**config.mk**
```make
export PLATFORM = sky130hd
export DESIGN_NAME = mem_resp_orderer
export DESIGN_NICKNAME = d
export VERILOG_FILES = /design/src/rtl/mro_pkg.sv /design/src/rtl/mro_resp_fifo.sv /design/src/rtl/mro_age_pick.sv /design/src/rtl/mem_resp_orderer.sv
export SDC_FILE = /design/constraint.sdc
export NUM_CORES = 1
export LEC_CHECK = 0
export ABC_CLOCK_PERIOD_IN_PS = 5100
export BUFFER_PORTS_ARGS = -buffer_cell sky130_fd_sc_hd__buf_2
export CAP_MARGIN = 20
export CORE_MARGIN = 3
export CORE_UTILIZATION = 40
export CTS_BUF_LIST = sky130_fd_sc_hd__clkbuf_4 sky130_fd_sc_hd__clkbuf_8
export CTS_CLUSTER_SIZE = 16
export DETAILED_ROUTE_END_ITERATION = 16
export PLACE_DENSITY = 0.6
export SYNTH_ARGS = -nofsm -noshare
export SYNTH_HDL_FRONTEND = slang
export SYNTH_SLANG_ARGS = --single-unit
```
**constraint.sdc**
```tcl
create_clock -name clk -period 5.1 [get_ports clk]
set_input_delay 1.02 -clock clk [delete_from_list [all_inputs] [get_ports clk]]
set_output_delay 1.02 -clock clk [all_outputs]
set_load 0.02 [all_outputs]
```
**src/rtl/mro_pkg.sv**
```systemverilog
package mro_pkg;
    typedef enum logic {
        ORD_PROGRAM = 1'b0,
        ORD_ARRIVAL = 1'b1
    } ord_mode_e;
endpackage

```
**src/rtl/mro_resp_fifo.sv**
```systemverilog
module mro_resp_fifo #(
    parameter int DEPTH = 8,
    parameter int W     = 8
) (
    input  logic                         clk,
    input  logic                         rst_n,
    input  logic                         push_i,
    input  logic [W-1:0]                 push_data_i,
    input  logic                         pop_i,
    output logic [W-1:0]                 head_o,
    output logic                         empty_o,
    output logic [$clog2(DEPTH+1)-1:0]   count_o
);
    localparam int PW = $clog2(DEPTH);
    localparam int CW = $clog2(DEPTH+1);

    typedef struct packed {
        logic [DEPTH-1:0][W-1:0] mem;
        logic [PW-1:0]           rd;
        logic [PW-1:0]           wr;
        logic [CW-1:0]           cnt;
    } fifo_t;

    fifo_t st_d, st_q;

    always_comb begin
        st_d = st_q;
        if (push_i) begin
            st_d.mem[st_q.wr] = push_data_i;
            st_d.wr = (st_q.wr == PW'(DEPTH-1)) ? '0 : st_q.wr + 1'b1;
        end
        if (pop_i) begin
            st_d.rd = (st_q.rd == PW'(DEPTH-1)) ? '0 : st_q.rd + 1'b1;
        end
        st_d.cnt = st_q.cnt + CW'(push_i) - CW'(pop_i);
    end

    always_ff @(posedge clk) begin
        if (!rst_n) st_q <= '0;
        else        st_q <= st_d;
    end

    assign head_o  = st_q.mem[st_q.rd];
    assign empty_o = (st_q.cnt == '0);
    assign count_o = st_q.cnt;

    // the queues hold every completion, never spill
    assert_no_overflow_R4: assert property (@(posedge clk) disable iff (!rst_n)
        push_i |-> (st_q.cnt < CW'(DEPTH)));
    // a pop always takes a real entry
    assert_no_underflow_R4: assert property (@(posedge clk) disable iff (!rst_n)
        pop_i |-> (st_q.cnt != '0));
endmodule

```
**src/rtl/mro_age_pick.sv**
```systemverilog
module mro_age_pick #(
    parameter int SW = 5
) (
    input  logic          a_valid_i,
    input  logic [SW-1:0] a_stamp_i,
    input  logic          b_valid_i,
    input  logic [SW-1:0] b_stamp_i,
    output logic          pick_b_o
);
    logic [SW-1:0] diff;
    // wrap-safe age compare: b older than a when b - a is negative
    assign diff     = b_stamp_i - a_stamp_i;
    assign pick_b_o = b_valid_i && (!a_valid_i || diff[SW-1]);
endmodule

```
**src/rtl/mem_resp_orderer.sv**
```systemverilog
module mem_resp_orderer
    import mro_pkg::*;
#(
    parameter int DEPTH = 8,
    parameter int QSIZE = 6,
    localparam int IDX_W = $clog2(DEPTH),
    localparam int SEQ_W = IDX_W + 1,
    localparam int CNT_W = $clog2(DEPTH+1)
) (
    input  logic             clk,
    input  logic             rst_n,
    input  logic             mode_ooo_i,
    input  logic [CNT_W-1:0] pend_res_i,
    input  logic             iss_valid_i,
    input  logic             iss_is_load_i,
    output logic             iss_ready_o,
    output logic [SEQ_W-1:0] iss_tag_o,
    input  logic             cmp_valid_i,
    input  logic [SEQ_W-1:0] cmp_tag_i,
    output logic             rsp_valid_o,
    input  logic             rsp_ready_i,
    output logic [SEQ_W-1:0] rsp_tag_o,
    output logic             rsp_is_load_o,
    output logic             req_rdy_o,
    output logic             ld_q_rdy_o,
    output logic             st_q_rdy_o,
    output logic [CNT_W-1:0] ld_inflight_o,
    output logic [CNT_W-1:0] st_inflight_o,
    output logic             mode_ooo_o,
    output logic             err_o
);
    localparam int SW = SEQ_W + 1;
    localparam int QW = SEQ_W + SW;

    typedef struct packed {
        ord_mode_e                   mode;
        logic [SEQ_W-1:0]            head;
        logic [SEQ_W-1:0]            tail;
        logic [DEPTH-1:0]            live;
        logic [DEPTH-1:0]            done;
        logic [DEPTH-1:0]            is_ld;
        logic [DEPTH-1:0][SEQ_W-1:0] tags;
        logic [SW-1:0]               stamp;
        logic [CNT_W-1:0]            n_ld;
        logic [CNT_W-1:0]            n_st;
        logic                        err;
    } trk_t;

    trk_t cur_q, nxt_d;

    logic [IDX_W-1:0] ti, hi, ci;
    logic             mode_hold, iss_fire, cmp_hit, retire, pick_st;
    logic [CNT_W:0]   occ;
    logic [1:0]       q_push, q_pop, q_empty;
    logic [QW-1:0]    q_push_data;
    logic [1:0][QW-1:0]    q_head;
    logic [1:0][CNT_W-1:0] q_cnt;

    assign ti        = cur_q.tail[IDX_W-1:0];
    assign hi        = cur_q.head[IDX_W-1:0];
    assign ci        = cmp_tag_i[IDX_W-1:0];
    assign mode_hold = (ord_mode_e'(mode_ooo_i) != cur_q.mode);
    assign occ       = {1'b0, cur_q.n_ld} + {1'b0, cur_q.n_st} + {1'b0, pend_res_i};
    assign req_rdy_o = (occ < (CNT_W+1)'(QSIZE));
    assign iss_ready_o = !mode_hold && !cur_q.live[ti] && req_rdy_o;
    assign iss_fire  = iss_valid_i && iss_ready_o;
    assign iss_tag_o = cur_q.tail;
    assign cmp_hit   = cmp_valid_i && cur_q.live[ci] && !cur_q.done[ci]
                       && (cur_q.tags[ci] == cmp_tag_i);

    // queue 0 holds loads, queue 1 holds stores
    for (genvar k = 0; k < 2; k++) begin : g_q
        mro_resp_fifo #(.DEPTH(DEPTH), .W(QW)) i_fifo (
            .clk         (clk),
            .rst_n       (rst_n),
            .push_i      (q_push[k]),
            .push_data_i (q_push_data),
            .pop_i       (q_pop[k]),
            .head_o      (q_head[k]),
            .empty_o     (q_empty[k]),
            .count_o     (q_cnt[k])
        );
    end

    mro_age_pick #(.SW(SW)) i_pick (
        .a_valid_i (!q_empty[0]),
        .a_stamp_i (q_head[0][SW-1:0]),
        .b_valid_i (!q_empty[1]),
        .b_stamp_i (q_head[1][SW-1:0]),
        .pick_b_o  (pick_st)
    );

    always_comb begin
        nxt_d       = cur_q;
        q_push      = '0;
        q_pop       = '0;
        q_push_data = {cmp_tag_i, cur_q.stamp};

        if (cur_q.mode == ORD_PROGRAM) begin
            rsp_valid_o   = cur_q.live[hi] && cur_q.done[hi];
            rsp_tag_o     = cur_q.tags[hi];
            rsp_is_load_o = cur_q.is_ld[hi];
        end else begin
            rsp_valid_o   = !(&q_empty);
            rsp_is_load_o = !pick_st;
            rsp_tag_o     = pick_st ? q_head[1][QW-1:SW] : q_head[0][QW-1:SW];
        end
        retire = rsp_valid_o && rsp_ready_i;

        if (retire) begin
            if (cur_q.mode == ORD_PROGRAM) begin
                nxt_d.live[hi] = 1'b0;
                nxt_d.done[hi] = 1'b0;
                nxt_d.head     = cur_q.head + 1'b1;
            end else begin
                q_pop[pick_st] = 1'b1;
            end
        end

        if (cmp_hit) begin
            if (cur_q.mode == ORD_PROGRAM) begin
                nxt_d.done[ci] = 1'b1;
            end else begin
                nxt_d.live[ci] = 1'b0;
                q_push[cur_q.is_ld[ci] ? 0 : 1] = 1'b1;
                nxt_d.stamp = cur_q.stamp + 1'b1;
            end
        end else if (cmp_valid_i) begin
            nxt_d.err = 1'b1;
        end

        if (iss_fire) begin
            nxt_d.live[ti]  = 1'b1;
            nxt_d.done[ti]  = 1'b0;
            nxt_d.is_ld[ti] = iss_is_load_i;
            nxt_d.tags[ti]  = cur_q.tail;
            nxt_d.tail      = cur_q.tail + 1'b1;
        end

        nxt_d.n_ld = cur_q.n_ld + CNT_W'(iss_fire && iss_is_load_i)
                                - CNT_W'(retire && rsp_is_load_o);
        nxt_d.n_st = cur_q.n_st + CNT_W'(iss_fire && !iss_is_load_i)
                                - CNT_W'(retire && !rsp_is_load_o);

        if (mode_hold && cur_q.n_ld == '0 && cur_q.n_st == '0) begin
            nxt_d.mode = ord_mode_e'(mode_ooo_i);
            nxt_d.head = cur_q.tail;
        end
    end

    always_ff @(posedge clk) begin
        if (!rst_n) cur_q <= '0;
        else        cur_q <= nxt_d;
    end

    assign ld_q_rdy_o    = (q_cnt[0] < CNT_W'(QSIZE));
    assign st_q_rdy_o    = (q_cnt[1] < CNT_W'(QSIZE));
    assign ld_inflight_o = cur_q.n_ld;
    assign st_inflight_o = cur_q.n_st;
    assign mode_ooo_o    = (cur_q.mode == ORD_ARRIVAL);
    assign err_o         = cur_q.err;

    assert_mode_quiet_R10: assert property (@(posedge clk) disable iff (!rst_n)
        (mode_ooo_o != $past(mode_ooo_o)) |->
            ($past(ld_inflight_o) == '0 && $past(st_inflight_o) == '0));
    assert_hold_blocks_issue_R10: assert property (@(posedge clk) disable iff (!rst_n)
        (mode_ooo_i != mode_ooo_o) |-> !iss_ready_o);
    assert_rsp_stable_R5: assert property (@(posedge clk) disable iff (!rst_n)
        (rsp_valid_o && !rsp_ready_i) |=>
            (rsp_valid_o && $stable(rsp_tag_o) && $stable(rsp_is_load_o)));
    assert_err_sticky_R9: assert property (@(posedge clk) disable iff (!rst_n)
        err_o |=> err_o);
    assert_inflight_bound_R8: assert property (@(posedge clk) disable iff (!rst_n)
        ({1'b0, ld_inflight_o} + {1'b0, st_inflight_o}) <= (CNT_W+1)'(DEPTH));
    assert_issue_needs_room_R7: assert property (@(posedge clk) disable iff (!rst_n)
        iss_ready_o |-> req_rdy_o);
endmodule

```
==> impl_metrics.ini, run 1 <==
[synthesis]
syn-num-nets = 1311
yosysWarnings = 0
syn_area_per_cell_sq_um = 9.74
synth_most_common_cell = dfxtp_1
synth_edf_count = 0
yosysTopAreaCell = dfxtp_1
synth_cells = 1248
netlist_top_cells_count = 242 x dfxtp_1, 209 x nand2_1, 196 x mux2i_1, 74 x clkbuf_1, 64 x nor2_1
synth.top_cell.area_share_pct = 39.8
synth-async-reset-ratio_pct = 0
synth_cell_types = 60
syn_area_sq_um = 12200
synth_top_flop_cell = dfxtp_1
ys_seq_area_share_pct = 39.8
synth.area.top_cells = dfxtp_1 40%, mux2i_1 16%, mux4_2 8.7%
ys_ff_latch = 242

[sta]
finalCriticalPeriod_ns = 4.85
maxSlewViolCount = 0
rsz0062_at_grt = no
setup_viol = 0
fin_crit_sh_pct = 95.1
clock.fmax_mhz = 206
fin_worst_skew_ns = 0.0500
setup-tns-final_ns = 0
hold_violations = 0
relSlewSlack_pct = 39.4
max_slew.worst_pin.slew_ns = 0.903

[clocking]
worst_skew_pair.late_latency_ns = 0.57
htree_levels = 2
clock_sinks = 242
cts_tree = done
cts_buffers = 42
clock_path_buffers = 3
clk_pin_slew_ns = 0.06
root_buffer = clkbuf_8
holdBufCountCts = 0
postCtsSetupBuffers = 0

[critical_path]
worstPathRequired_ns = 4.08
ff2ff_path_depth = 16
crit_buf_inv = 1
end_kind = output pin
critPathKind = register to output pin
slowest_delay_ns = 0.56
path_max_fanout = 7
cp_slowest_cell = mux4_2
path_delay_family = multiplexers
path_cells = mux4_2 > mux2i_1 > ha_1 > a21o_1 > a21oi_1 > and2_1 > a211oi_2 > and2_2 > a21oi_1 > buf_2
cpMostUsedCell = a21oi_1
cp_data_arrival_time_ns = 3.83
start_kind = register
cp_num_cells = 10

[detailed_routing]
vias = 9201
drc = 0
antenna_left = 0
vias_per_cell = 5.47
wl_um = 31400
drt_iter0_drc = 687
avgRoutedWirePerCell_um = 18.6
drt_pass1_iterations = 5

[final_layout]
final_util_pct = 45.7
num_antenna_cells = 0
multi_input_area_sq_um = 6690
syn_to_final_growth_pct = 12.0
final_nets = 1326
fin_cells = 1683
regArea_sq_um = 4850
layout-drive-gt1-share_pct = 17.9
fillCellCount = 2829

[floorplan]
fp.dieH_um = 180
dieArea_sq_um = 32500
start_util_pct = 40.8
core_sq_um = 29800
num_rows = 63
die_w_um = 180
io_pins = 39

[placement]
hpwl_um = 20900
dp_cells = 1608
portBuffers = 38
gp_congestion = 0.900

[hold_path]
min_path_type = register to register
hold_path_depth = 2

[outcome]
status = finished, final reports clean

[run]
maxCapViolCount = 0

[pwr]
powerDensity_nw_per_um2 = 363
p_leak_uw = 0.00536
vdd_drop_max_v = 0.000159

[grt]
grt_use_total_pct = 19.2
grt_pass1_vias = 9142
grt_first_pass_wirelength_um = 50800
antenna_found_initial = 0
grt_max_degree = 167
overflow = 0
[cell families (layout without fill, tap and decap cells)]
| kind of cell | count (synthesis) | in the layout | synth area share (%) |
|---|---|---|---|
| adders and majority gates | 48 | 48 | 5.43 |
| DFF | 242 | 242 | 39.8 |
| xor gates and xnor gates | 18 | 18 | 1.30 |
| and+or+nand+nor | 398 | 398 | 15.0 |
| muxes | 256 | 256 | 26.0 |
| buffers and inverters | 160 | 205 | 5.58 |
| AOI/OAI and AO/OA | 126 | 126 | 6.80 |
[cell type report]
type,instances,share of cell area (%)
Inverter,52,1.43
Sequential cell,242,35.6
Tap cell,390,3.58
Clock inverter,10,0.496
Clock buffer,64,5.96
Multi-Input combinational cell,846,49.1
Timing Repair Buffer,79,3.88
[where the power goes]
group          total [uW]  leakage, uW  internal [uW]  switching [uW]
sequential           2060      0.00195           1950             108
combinational        1050      0.00294            401             648
clock                1850     0.000471           1020             822
[what timing repair did]
item	in CTS	in global routing
setup endpoints to repair	5	5
resized for setup	2	1
pin swaps	0	1
endpoints found under the hold margin	0	0
[per-layer routing]
layer  part of all wire, %  vias to the layer above  track usage, %
met5                     0                        -               0
met4                   2.6                        0            6.23
met3                   5.3                       64            3.61
met2                    45                      237            30.0
met1                    47                     4511            26.8
li1                      -                     4389               -
[sequential cells by signal, summed over array words and instances (netlist names)]
name                cells
g_q.i_fifo.st_q       156
cur_q                  64
g_q.i_fifo.count_o      8
iss_tag_o               4
ld_inflight_o           4
st_inflight_o           4
err_o                   1
mode_ooo_o              1
[layout by cell type (no fill, tap or decap), types with 18 or more instances in the layout]
cell type / synthesis / layout
nor2_1: 64 / 64
nand2_1: 209 / 209
dfxtp_1: 242 / 241
o21ai_0: 19 / 18
buf_2: 11 / 37
and3_1: 19 / 19
inv_1: 50 / 49
clkbuf_8: 0 / 53
a21oi_1: 38 / 38
mux4_2: 47 / 47
mux2i_1: 196 / 196
ha_1: 40 / 40
buf_4: 15 / 39
[per-stage QoR]
stage               total power (uW)  setup WS (ns)  area, sq um  hold WS, ns
floorplan                       2850          0.290        12200        0.431
global placement                3130          0.472        12700        0.439
detailed placement              3140          0.387        12700        0.446
CTS                             5000          0.105        13600        0.457
global route                    5230         0.0219        13600        0.473
finish                          4950          0.248        13600        0.454
[path summary, 6_finish.rpt]
kind	startpoint	to	slack, ns
worst min-delay path	g_q[0].i_fifo.st_q[31]	g_q[0].i_fifo.st_q[31]	0.45
worst min register to register	g_q[0].i_fifo.st_q[31]	g_q[0].i_fifo.st_q[31]	0.45
worst max-delay path	g_q[0].i_fifo.st_q[8]	rsp_tag_o[2]	0.25
worst max register to register	g_q[0].i_fifo.st_q[8]	ld_inflight_o[2]	0.86
[worst min-delay path, delay by kind of cell (launching register included)]
kind             cells  cell delay [ns]
DFF                  1             0.31
muxes                1             0.05
and+or+nand+nor      1             0.05
Note: power is estimated with default switching activity, not from simulation.
==> run 2, diff against run 1 <==
- ABC_CLOCK_PERIOD_IN_PS: 5100 -> default
- MAX_ROUTING_LAYER: default -> met4
==> impl_metrics.ini, run 2 (same netlist as run 1, synthesis figures left out) <==
[outcome]
status = finished, final reports clean

[final_layout]
layout_common_cells = 241 x dfxtp_1, 209 x nand2_1, 196 x mux2i_1
syn_to_final_growth_pct = 12.0
final_nets = 1326
largest_reg_flops = 156
top_register = g_q.i_fifo.st_q
num_antenna_cells = 0
final_common_cell = dfxtp_1
final_util_pct = 45.7
layout-drive-gt1-share_pct = 17.9
fin_cells = 1683

[sta]
fin_worst_skew_ns = 0.0507
setup-tns-final_ns = 0
maxSlewViolCount = 0
rsz0062_at_grt = no
clock.fmax_mhz = 206
setup_viol = 0
finalCriticalPeriod_ns = 4.85
max_slew.worst_pin.slew_ns = 0.931
hold_violations = 0
fin_crit_sh_pct = 95.2
relSlewSlack_pct = 37.5

[run]
maxCapViolCount = 0

[detailed_routing]
vias_per_cell = 5.46
wl_um = 31300
avgRoutedWirePerCell_um = 18.6
drt_iter0_drc = 656
drc = 0
vias = 9187
drt_pass1_iterations = 5
antenna_left = 0

[critical_path]
r2r_end = ld_inflight_o[2]
end_kind = output pin
worstPathRequired_ns = 4.08
ff2ff_path_depth = 16
r2r_start = g_q[0].i_fifo.st_q[8]
critPathKind = register to output pin
path_max_fanout = 7
start_kind = register
r2r_slack_ns = 0.86
cp_data_arrival_time_ns = 3.83

[hold_path]
hold_path_depth = 2
min_path_type = register to register
hp-start = g_q[0].i_fifo.st_q[31]
hold_path_end = g_q[0].i_fifo.st_q[31]

[floorplan]
num_rows = 63
io_pins = 39
dieArea_sq_um = 32500
fp.dieH_um = 180
die_w_um = 180
core_sq_um = 29800
start_util_pct = 40.8

[placement]
dp_cells = 1608
gp_congestion = 0.915
portBuffers = 38
hpwl_um = 20900

[grt]
grt_first_pass_wirelength_um = 50800
grt_use_total_pct = 19.7
grt_pass1_vias = 9143
overflow = 0
antenna_found_initial = 0
grt_max_degree = 167

[clocking]
clock_path_buffers = 3
worst_skew_pair.late_latency_ns = 0.57
clock_sinks = 242
root_buffer = clkbuf_8
cts_tree = done
htree_levels = 2
clk_pin_slew_ns = 0.06
postCtsSetupBuffers = 0
holdBufCountCts = 0
cts_buffers = 42

[pwr]
vdd_drop_max_v = 0.000160
p_leak_uw = 0.00536
powerDensity_nw_per_um2 = 363
==> run 2: cell counts in the layout (fill, tap and decap cells not counted) <==
Identical to the previous run, type by type.
==> run 2: timing repair <==
item                       in CTS  in global routing
setup endpoints to repair       5                  5
pin swaps                       0                  1
resized for setup               2                  1
==> run 2: power breakdown <==
group | total, uW | internal [uW] | switching, uW
clock network | 1840 | 1020 | 821
registers | 2060 | 1950 | 108
logic | 1050 | 401 | 649
==> run 2: worst max path at each step <==
stage / startpoint / endpoint / slack [ns]
6_report: g_q[0].i_fifo.st_q[8] / rsp_tag_o[2] / 0.25
5_1_grt: g_q[0].i_fifo.st_q[8] / rsp_tag_o[0] / 0.02
4_1_cts: g_q[0].i_fifo.st_q[8] / rsp_tag_o[0] / 0.11
3_5_place_dp: g_q[1].i_fifo.st_q[7] / rsp_tag_o[0] / 0.39
3_3_place_gp: g_q[1].i_fifo.st_q[7] / rsp_tag_o[2] / 0.47
2_1_floorplan: g_q[1].i_fifo.st_q[7] / ld_inflight_o[2] / 0.29
==> run 2: through the flow <==
| stage | area (sq um) | hold WS, ns | worst slack [ns] | total power, uW |
|---|---|---|---|---|
| 2_1_floorplan | 12200 | 0.431 | 0.290 | 2850 |
| 3_3_place_gp | 12700 | 0.439 | 0.472 | 3130 |
| 3_5_place_dp | 12700 | 0.446 | 0.387 | 3140 |
| 4_1_cts | 13600 | 0.457 | 0.105 | 5000 |
| 5_1_grt | 13600 | 0.473 | 0.0221 | 5230 |
| 6_report | 13600 | 0.454 | 0.246 | 4950 |
==> run 2: routing by layer <==
layer  GRT usage [%]  routed length (um)  vias to the layer above
met2            30.1               14200                      270
met3            3.61                1840                       64
met5               -                   0                        -
met1            26.8               14500                     4467
met4            6.23                 794                        0
li1                -                   -                     4386
==> run 2: cell type report <==
cell class	count	area (sq um)
Fill cell	2828	16200
Multi-Input combinational cell	846	6690
Sequential cell	242	4850
Clock buffer	64	812
Timing Repair Buffer	79	529
Tap cell	390	488
Inverter	52	195
Clock inverter	10	67.6
==> run 2: critical path, stage by stage (launching register included) <==
cell	delay, ns
dfxtp_1	0.50
mux4_2	0.56
mux2i_1	0.32
ha_1	0.33
a21o_1	0.16
a21oi_1	0.19
and2_1	0.21
a211oi_2	0.14
and2_2	0.29
a21oi_1	0.34
buf_2	0.24
